$ cat config.mk
export PLATFORM = sky130hd
export DESIGN_NAME = sysbus_master
export DESIGN_NICKNAME = d
export VERILOG_FILES = /design/src/rtl/sysbus_pkg.sv /design/src/rtl/sysbus_fsm.sv /design/src/rtl/sysbus_hold.sv /design/src/rtl/sysbus_rdcap.sv /design/src/rtl/sysbus_master.sv
export SDC_FILE = /design/constraint.sdc
export NUM_CORES = 1
export LEC_CHECK = 0
export BUFFER_PORTS_ARGS = -buffer_cell sky130_fd_sc_hd__buf_2
export CAP_MARGIN = 20
export CORE_ASPECT_RATIO = 0.7
export CORE_MARGIN = 2
export CORE_UTILIZATION = 30
export CTS_CLUSTER_SIZE = 16
export DETAILED_ROUTE_END_ITERATION = 16
export HOLD_SLACK_MARGIN = 0.08
export PLACE_DENSITY_LB_ADDON = 0.08
export SLEW_MARGIN = 40
export SYNTH_ARGS = -nofsm -noshare
export SYNTH_HDL_FRONTEND = slang
export SYNTH_SLANG_ARGS = --single-unit
$ cat constraint.sdc
create_clock -name clk -period 4.1 [get_ports clk]
set_input_delay 0.205 -clock clk [delete_from_list [all_inputs] [get_ports clk]]
set_output_delay 0.205 -clock clk [all_outputs]
set_load 0.05 [all_outputs]
$ cat src/rtl/sysbus_pkg.sv
package sysbus_pkg;
    typedef enum logic [1:0] {
        ST_IDLE = 2'd0,
        ST_ADDR = 2'd1,
        ST_STRB = 2'd2,
        ST_DONE = 2'd3
    } bus_state_t;
endpackage

$ cat src/rtl/sysbus_fsm.sv
module sysbus_fsm
    import sysbus_pkg::*;
(
    input  logic clk,
    input  logic rst_n,
    input  logic req_valid,
    input  logic is_write,
    output logic accept,
    output logic busy,
    output logic done,
    output logic rd_n,
    output logic wr_n,
    output logic drive_addr,
    output logic doe,
    output logic capture
);
    bus_state_t state, state_nx;

    assign accept = (state == ST_IDLE) && req_valid;

    always_ff @(posedge clk or negedge rst_n) begin
        if (!rst_n) state <= ST_IDLE;
        else        state <= state_nx;
    end

    always_comb begin
        state_nx = state;
        unique case (state)
            ST_IDLE: if (req_valid) state_nx = ST_ADDR;
            ST_ADDR: state_nx = ST_STRB;
            ST_STRB: state_nx = ST_DONE;
            ST_DONE: state_nx = ST_IDLE;
        endcase
    end

    always_comb begin
        busy       = 1'b1;
        done       = 1'b0;
        rd_n       = 1'b1;
        wr_n       = 1'b1;
        drive_addr = 1'b0;
        doe        = 1'b0;
        capture    = 1'b0;
        unique case (state)
            ST_IDLE: busy = 1'b0;
            ST_ADDR: begin
                drive_addr = 1'b1;
                doe        = is_write;
            end
            ST_STRB: begin
                drive_addr = 1'b1;
                doe        = is_write;
                rd_n       = is_write;
                wr_n       = !is_write;
                capture    = !is_write;
            end
            ST_DONE: done = 1'b1;
        endcase
    end
endmodule

$ cat src/rtl/sysbus_hold.sv
module sysbus_hold #(
    parameter int ADDR_W = 8,
    parameter int DATA_W = 8
) (
    input  logic              clk,
    input  logic              rst_n,
    input  logic              load,
    input  logic              in_write,
    input  logic              in_io,
    input  logic [ADDR_W-1:0] in_addr,
    input  logic [DATA_W-1:0] in_wdata,
    output logic              held_write,
    output logic              held_io,
    output logic [ADDR_W-1:0] held_addr,
    output logic [DATA_W-1:0] held_wdata
);
    always_ff @(posedge clk or negedge rst_n) begin
        if (!rst_n) begin
            held_write <= 1'b0;
            held_io    <= 1'b0;
            held_addr  <= '0;
            held_wdata <= '0;
        end else if (load) begin
            held_write <= in_write;
            held_io    <= in_io;
            held_addr  <= in_addr;
            held_wdata <= in_wdata;
        end
    end
endmodule

$ cat src/rtl/sysbus_rdcap.sv
module sysbus_rdcap #(
    parameter int DATA_W = 8
) (
    input  logic              clk,
    input  logic              rst_n,
    input  logic              capture,
    input  logic [DATA_W-1:0] din,
    output logic [DATA_W-1:0] dout
);
    always_ff @(posedge clk or negedge rst_n) begin
        if (!rst_n)       dout <= '0;
        else if (capture) dout <= din;
    end
endmodule

$ cat src/rtl/sysbus_master.sv
module sysbus_master #(
    parameter int ADDR_W = 8,
    parameter int DATA_W = 8
) (
    input  logic              clk,
    input  logic              rst_n,
    input  logic              req_valid,
    input  logic              req_write,
    input  logic              req_io,
    input  logic [ADDR_W-1:0] req_addr,
    input  logic [DATA_W-1:0] req_wdata,
    output logic              busy,
    output logic              done,
    output logic [DATA_W-1:0] rd_data,
    output logic [ADDR_W-1:0] bus_addr,
    output logic [DATA_W-1:0] bus_dout,
    output logic              bus_doe,
    input  logic [DATA_W-1:0] bus_din,
    output logic              bus_rd_n,
    output logic              bus_wr_n,
    output logic              bus_io_m
);
    logic              accept, drive_addr, capture, doe_i;
    logic              held_write, held_io;
    logic [ADDR_W-1:0] held_addr;
    logic [DATA_W-1:0] held_wdata;

    sysbus_fsm u_fsm (
        .clk        (clk),
        .rst_n      (rst_n),
        .req_valid  (req_valid),
        .is_write   (held_write),
        .accept     (accept),
        .busy       (busy),
        .done       (done),
        .rd_n       (bus_rd_n),
        .wr_n       (bus_wr_n),
        .drive_addr (drive_addr),
        .doe        (doe_i),
        .capture    (capture)
    );

    sysbus_hold #(.ADDR_W(ADDR_W), .DATA_W(DATA_W)) u_hold (
        .clk        (clk),
        .rst_n      (rst_n),
        .load       (accept),
        .in_write   (req_write),
        .in_io      (req_io),
        .in_addr    (req_addr),
        .in_wdata   (req_wdata),
        .held_write (held_write),
        .held_io    (held_io),
        .held_addr  (held_addr),
        .held_wdata (held_wdata)
    );

    sysbus_rdcap #(.DATA_W(DATA_W)) u_rdcap (
        .clk     (clk),
        .rst_n   (rst_n),
        .capture (capture),
        .din     (bus_din),
        .dout    (rd_data)
    );

    assign bus_addr = drive_addr ? held_addr : '0;
    assign bus_io_m = drive_addr & held_io;
    assign bus_doe  = doe_i;
    assign bus_dout = doe_i ? held_wdata : '0;
endmodule

Word-level counts from Yosys, hierarchy flattened
Cells that the tools add are included.

storage, ports and cells
  flip-flop bits (word level) = 28
  input port bits = 29
  logic and storage cells = 26

operators by class
  equal/unequal tests = 4
  mux-type cells = 11
  reductions and logical operators = 4
  bitwise logic cells = 1

operators with widths
  operator              count
  $mux W8               2
  $pmux W2 S4           1
  $mux W1               7
  $eq A2 B2 Y1 const B  2
  $eq A2 B1 Y1 const B  1
  $logic_not A2 Y1      1
  $mux W2               1
  $ne A2 B2 Y1 const B  1
  $reduce_or A2 Y1      1
  $and A1 B1 Y1         1
  $logic_and A1 B1 Y1   1
  $logic_not A1 Y1      1

Logic depth before layout (Yosys ltp)
  depth in word-level cells = 4
  gate-level depth with buffers = 5

By module
From an unflattened synthesis, not the netlist that was laid out.

second synthesis, totals
  cells, all modules = 90
  area, all modules = 1,341.3 um2

modules (own cells, without submodules)
  module         area each (um2)  cells an instance  instances
  sysbus_hold    721.9            38                 1
  sysbus_rdcap   331.6            17                 1
  sysbus_fsm     181.4            18                 1
  sysbus_master  106.4            17                 1

Least setup slack after synthesis
No wires, ideal clock.

  path type = register -> output
  from = register u_fsm.state[0]
  to = output port bus_addr[0]
  required time = 3,895 ps
  cell stages (with the launch flop) = 5
  path buffers = 1
  path slack = 2,473 ps
  arrival = 1,422 ps
  cells stage by stage = dfrtp_1 > inv_1 > ha_1 > clkbuf_1 > and2_1

on the way
  word-level cells in the longest chain between the ends = 4

RTL lines
  what                                                 RTL line             text
  start: declaration                                   sysbus_fsm.sv:17     bus_state_t state, state_nx;
  start signal: assignment                             sysbus_fsm.sv:23     else state <= state_nx;
  $eq A2 B1 Y1 / $eq A2 B2 Y1 (equally long branches)  sysbus_fsm.sv:44     unique case (state)
  $reduce_or A2 Y1 (no line) (*)                       --
  $mux W1 (*)                                          sysbus_fsm.sv:44
  $mux W8 (*)                                          sysbus_master.sv:65  assign bus_addr = drive_addr ? held_addr : '0;
  end: declaration                                     sysbus_master.sv:15  output logic [ADDR_W-1:0] bus_addr,

Mark *: on every way between the ends. The rest lies on a longest branch, timed or not.

Final worst setup path
  from = register u_fsm.state[0]
  to = output port bus_dout[1]

on the way
  word-level cells in the longest chain between the ends = 4

RTL lines
  what                                                 RTL line             text
  $eq A2 B1 Y1 / $eq A2 B2 Y1 (equally long branches)  sysbus_fsm.sv:44
  $reduce_or A2 Y1 (no line) (*)                       --
  $mux W1 (*)                                          sysbus_fsm.sv:44
  $mux W8 (*)                                          sysbus_master.sv:68  assign bus_dout = doe_i ? held_wdata : '0;
  end: declaration                                     sysbus_master.sv:16  output logic [DATA_W-1:0] bus_dout,

Marks and branches as above.

==> results by group <==
Outcome
  • Status: completed

STA
  • Clock Skews: 5.05 ps
  • Final setup viols: 0
  • Unrepaired setup endpoints after global routing: no
  • Period utilisation layout: 51.0%
  • Rel. slew slack: 52.3%
  • Fin. Hold Viols: 0
  • Slew @ Worst Pin: 715 ps
  • Minimum clock period: 2090 ps
  • Setup TNS: 0 ps
  • Final Max Slew Viols: 0
  • Max Fclk: 0.478 GHz

Synthesis
  • Largest family of logic cells by synthesized area: multiplexers
  • Avg Inst Size Synth: 14.0 µm²
  • Ranking of synthesized cells by area: dfrtp_1 (55%), mux2_2 (14%), mux2_4 (12%), and2_1 (4.9%), and3_1 (3.9%)
  • Post-synthesis mux area share: 26.9%
  • Synthesized area: 1270 µm²
  • Adder-Cell Fraction of Synth Area: 2.95%
  • Seq/Total Area, Yosys: 55.1%
  • Post-synth top area share: 55.1%
  • Synth Area in Simple Gates: 11.6%
  • Compound-Gate Fraction of Synth Area: 0.394%
  • Post-synthesis xor/xnor area fraction: 0%
  • Syn_nets: 123
  • Synthesis warning total: 0
  • Synthesized instance count: 91
  • Top cell type by total area after synthesis: dfrtp_1
  • #FFs+latches synth: 28
  • Distinct cell type count after synthesis: 17

Global route
  • Vias in the first global route: 885
  • Largest net degree at the start of global routing: 29
  • First-pass GRT wire length: 4110 µm
  • Overall Global Routing Usage: 11.3%
  • Grt peak-use layer: met2
  • M2 GR Usage: 19.2%
  • Met1 usage: 14.8%
  • Total congestion overflow: 0
  • GR Util met3: 3.53%
  • Antenna violations before repair: 0

Floorplan
  • Total I/O pin count: 59
  • CORE AREA: 3990 µm²
  • Die area: 4780 µm²
  • Initial Util: 31.8%
  • Die Y: 58.5 µm
  • Chip width: 81.8 µm
  • Core Rows: 19

Setup path
  • CP top delay family: adder cells
  • CP Data Arrival Time: 1890 ps
  • Crit path kind: reg -> out
  • Setup crit start kind: flop
  • CP Buf/Inv Count: 2
  • Max incr delay on CP: 650 ps
  • Crit. End Element: output port
  • Worst EP required: 3890 ps
  • Crit path cell chain: inv_1, ha_1, and3_1, buf_2
  • RR Startpoint: u_fsm.state[0]
  • Slowest stage cell, crit path: ha_1
  • CP startpoint: u_fsm.state[0]
  • Critical-path maximum fanout: 19

Cells and area
  • FF+latch area: 701 µm²
  • # diodes: 0
  • NumNets Final: 183
  • Synth-to-Final Area Change: 32.5%
  • Area of the multi-input gates: 532 µm²
  • FILL cells: 403
  • Layout cells sized above 1: 59.3%

Placement
  • I/O Buffers: 58
  • Routability cong.: 0.598
  • HPWL Detailed: 1870 µm

Clock tree
  • Clk sinks: 28
  • Worst skew pair latency: 270 ps
  • Clock Pin Slew Worst Setup and Hold Paths: 100 ps
  • Post-CTS Setup Inserts: 0
  • Clock buffer depth: 2
  • Root Driver: clkbuf_8
  • CTS tree: yes
  • Cts bufs inserted: 3
  • CTS HTree Levels: 1

Route
  • Post-route ant nets: 0
  • First-pass DRT Iterations: 2
  • Drt initial violations: 5
  • Residual DRC count: 0
  • DR WL/cell: 12.8 µm
  • Via Count: 889
  • Vias per cell: 4.40
  • Final WL: 2590 µm

Hold path
  • Hold/Removal Path Class: in -> reg
  • Hold_sp: bus_din[1]

Run
  • Max_cap viols: 0
## placed cells by master, fill, tap and decap left out
cell            n
nand2_4         1
a21oi_1         1
mux2_1          1
bufinv_16       1
dlygate4sd3_1   1
mux2_4         10
nand2b_1        1
dfrtp_1        28
and3_1          8
inv_1           4
mux2_2         16
ha_1            3
clkbuf_8        3
nand2_1         1
nor2b_1         1
buf_2          58
nor2_1          2
and2_1         10
## repair_timing
action | 4_1_cts | 5_1_grt
hold endpoints to repair | 28 | 0
hold buffers | 1 | 0
gates resized for setup | 0 | 0
## cell families after synthesis
kind of cell	Yosys count
flip-flops	28
multiplexers	27
AND/OR/NAND/NOR	24
buffers and inverters	8
adder cells (fa/ha/maj)	3
AO/OA/AOI/OAI	1
## worst paths after layout
| path | end | cells past startpoint | slack (ps) |
|---|---|---|---|
| max | bus_dout[1] | 4 | 2010 |
| min | u_rdcap.dout[1] | 2 | 150 |
| max reg2reg | u_rdcap.dout[3] | 4 | 2300 |
| min reg2reg | u_hold.held_addr[5] | 1 | 500 |
| max in group asynchronous | u_hold.held_addr[3] | 2 | 3230 |
| min in group asynchronous | u_hold.held_wdata[0] | 2 | 470 |
## per-stage QoR
step                area [µm²]  setup slack, ps  utilization [%]  instances  hold slack (ps)
global placement          1600             2320             40.1        197              267
CTS                       1680             1930             42.2        202              143
floorplan                 1270             2470                -         91            -90.6
finish                    1680             2010             42.2        202              150
detailed placement        1600             2260             40.1        197              270
global route              1680             1820             42.2        202              144
## state kept, by name (all words and copies together) (netlist names)
register,count
u_fsm.state,2
u_hold.held_write,1
u_hold.held_wdata,8
u_rdcap.dout,8
u_hold.held_io,1
u_hold.held_addr,8
## routing by layer
layer	vias to the layer above	share of wire (%)
li1	424	-
met4	0	0.50
met2	28	47
met1	435	47
met3	2	5.9
met5	-	0
## synth_stat cells, drive strengths merged
cell,n
inv,4
and3,8
a21oi,1
nand2,2
nand2b,1
buf,2
ha,3
mux2,27
and2,10
nor2b,1
nor2,2
clkbuf,2
dfrtp,28
## layout make-up
class                      count  area share [%]
sequential                    28            41.6
multi-input combinational     55            31.6
timing repair buffer          59            17.8
tap                           52            3.86
clock buffer                   3            2.45
clock inverter                 1            1.78
inverter                       4           0.892
Power is not shown: default switching activity piles up to over one toggle a cycle in this logic, so the estimate is an artifact.
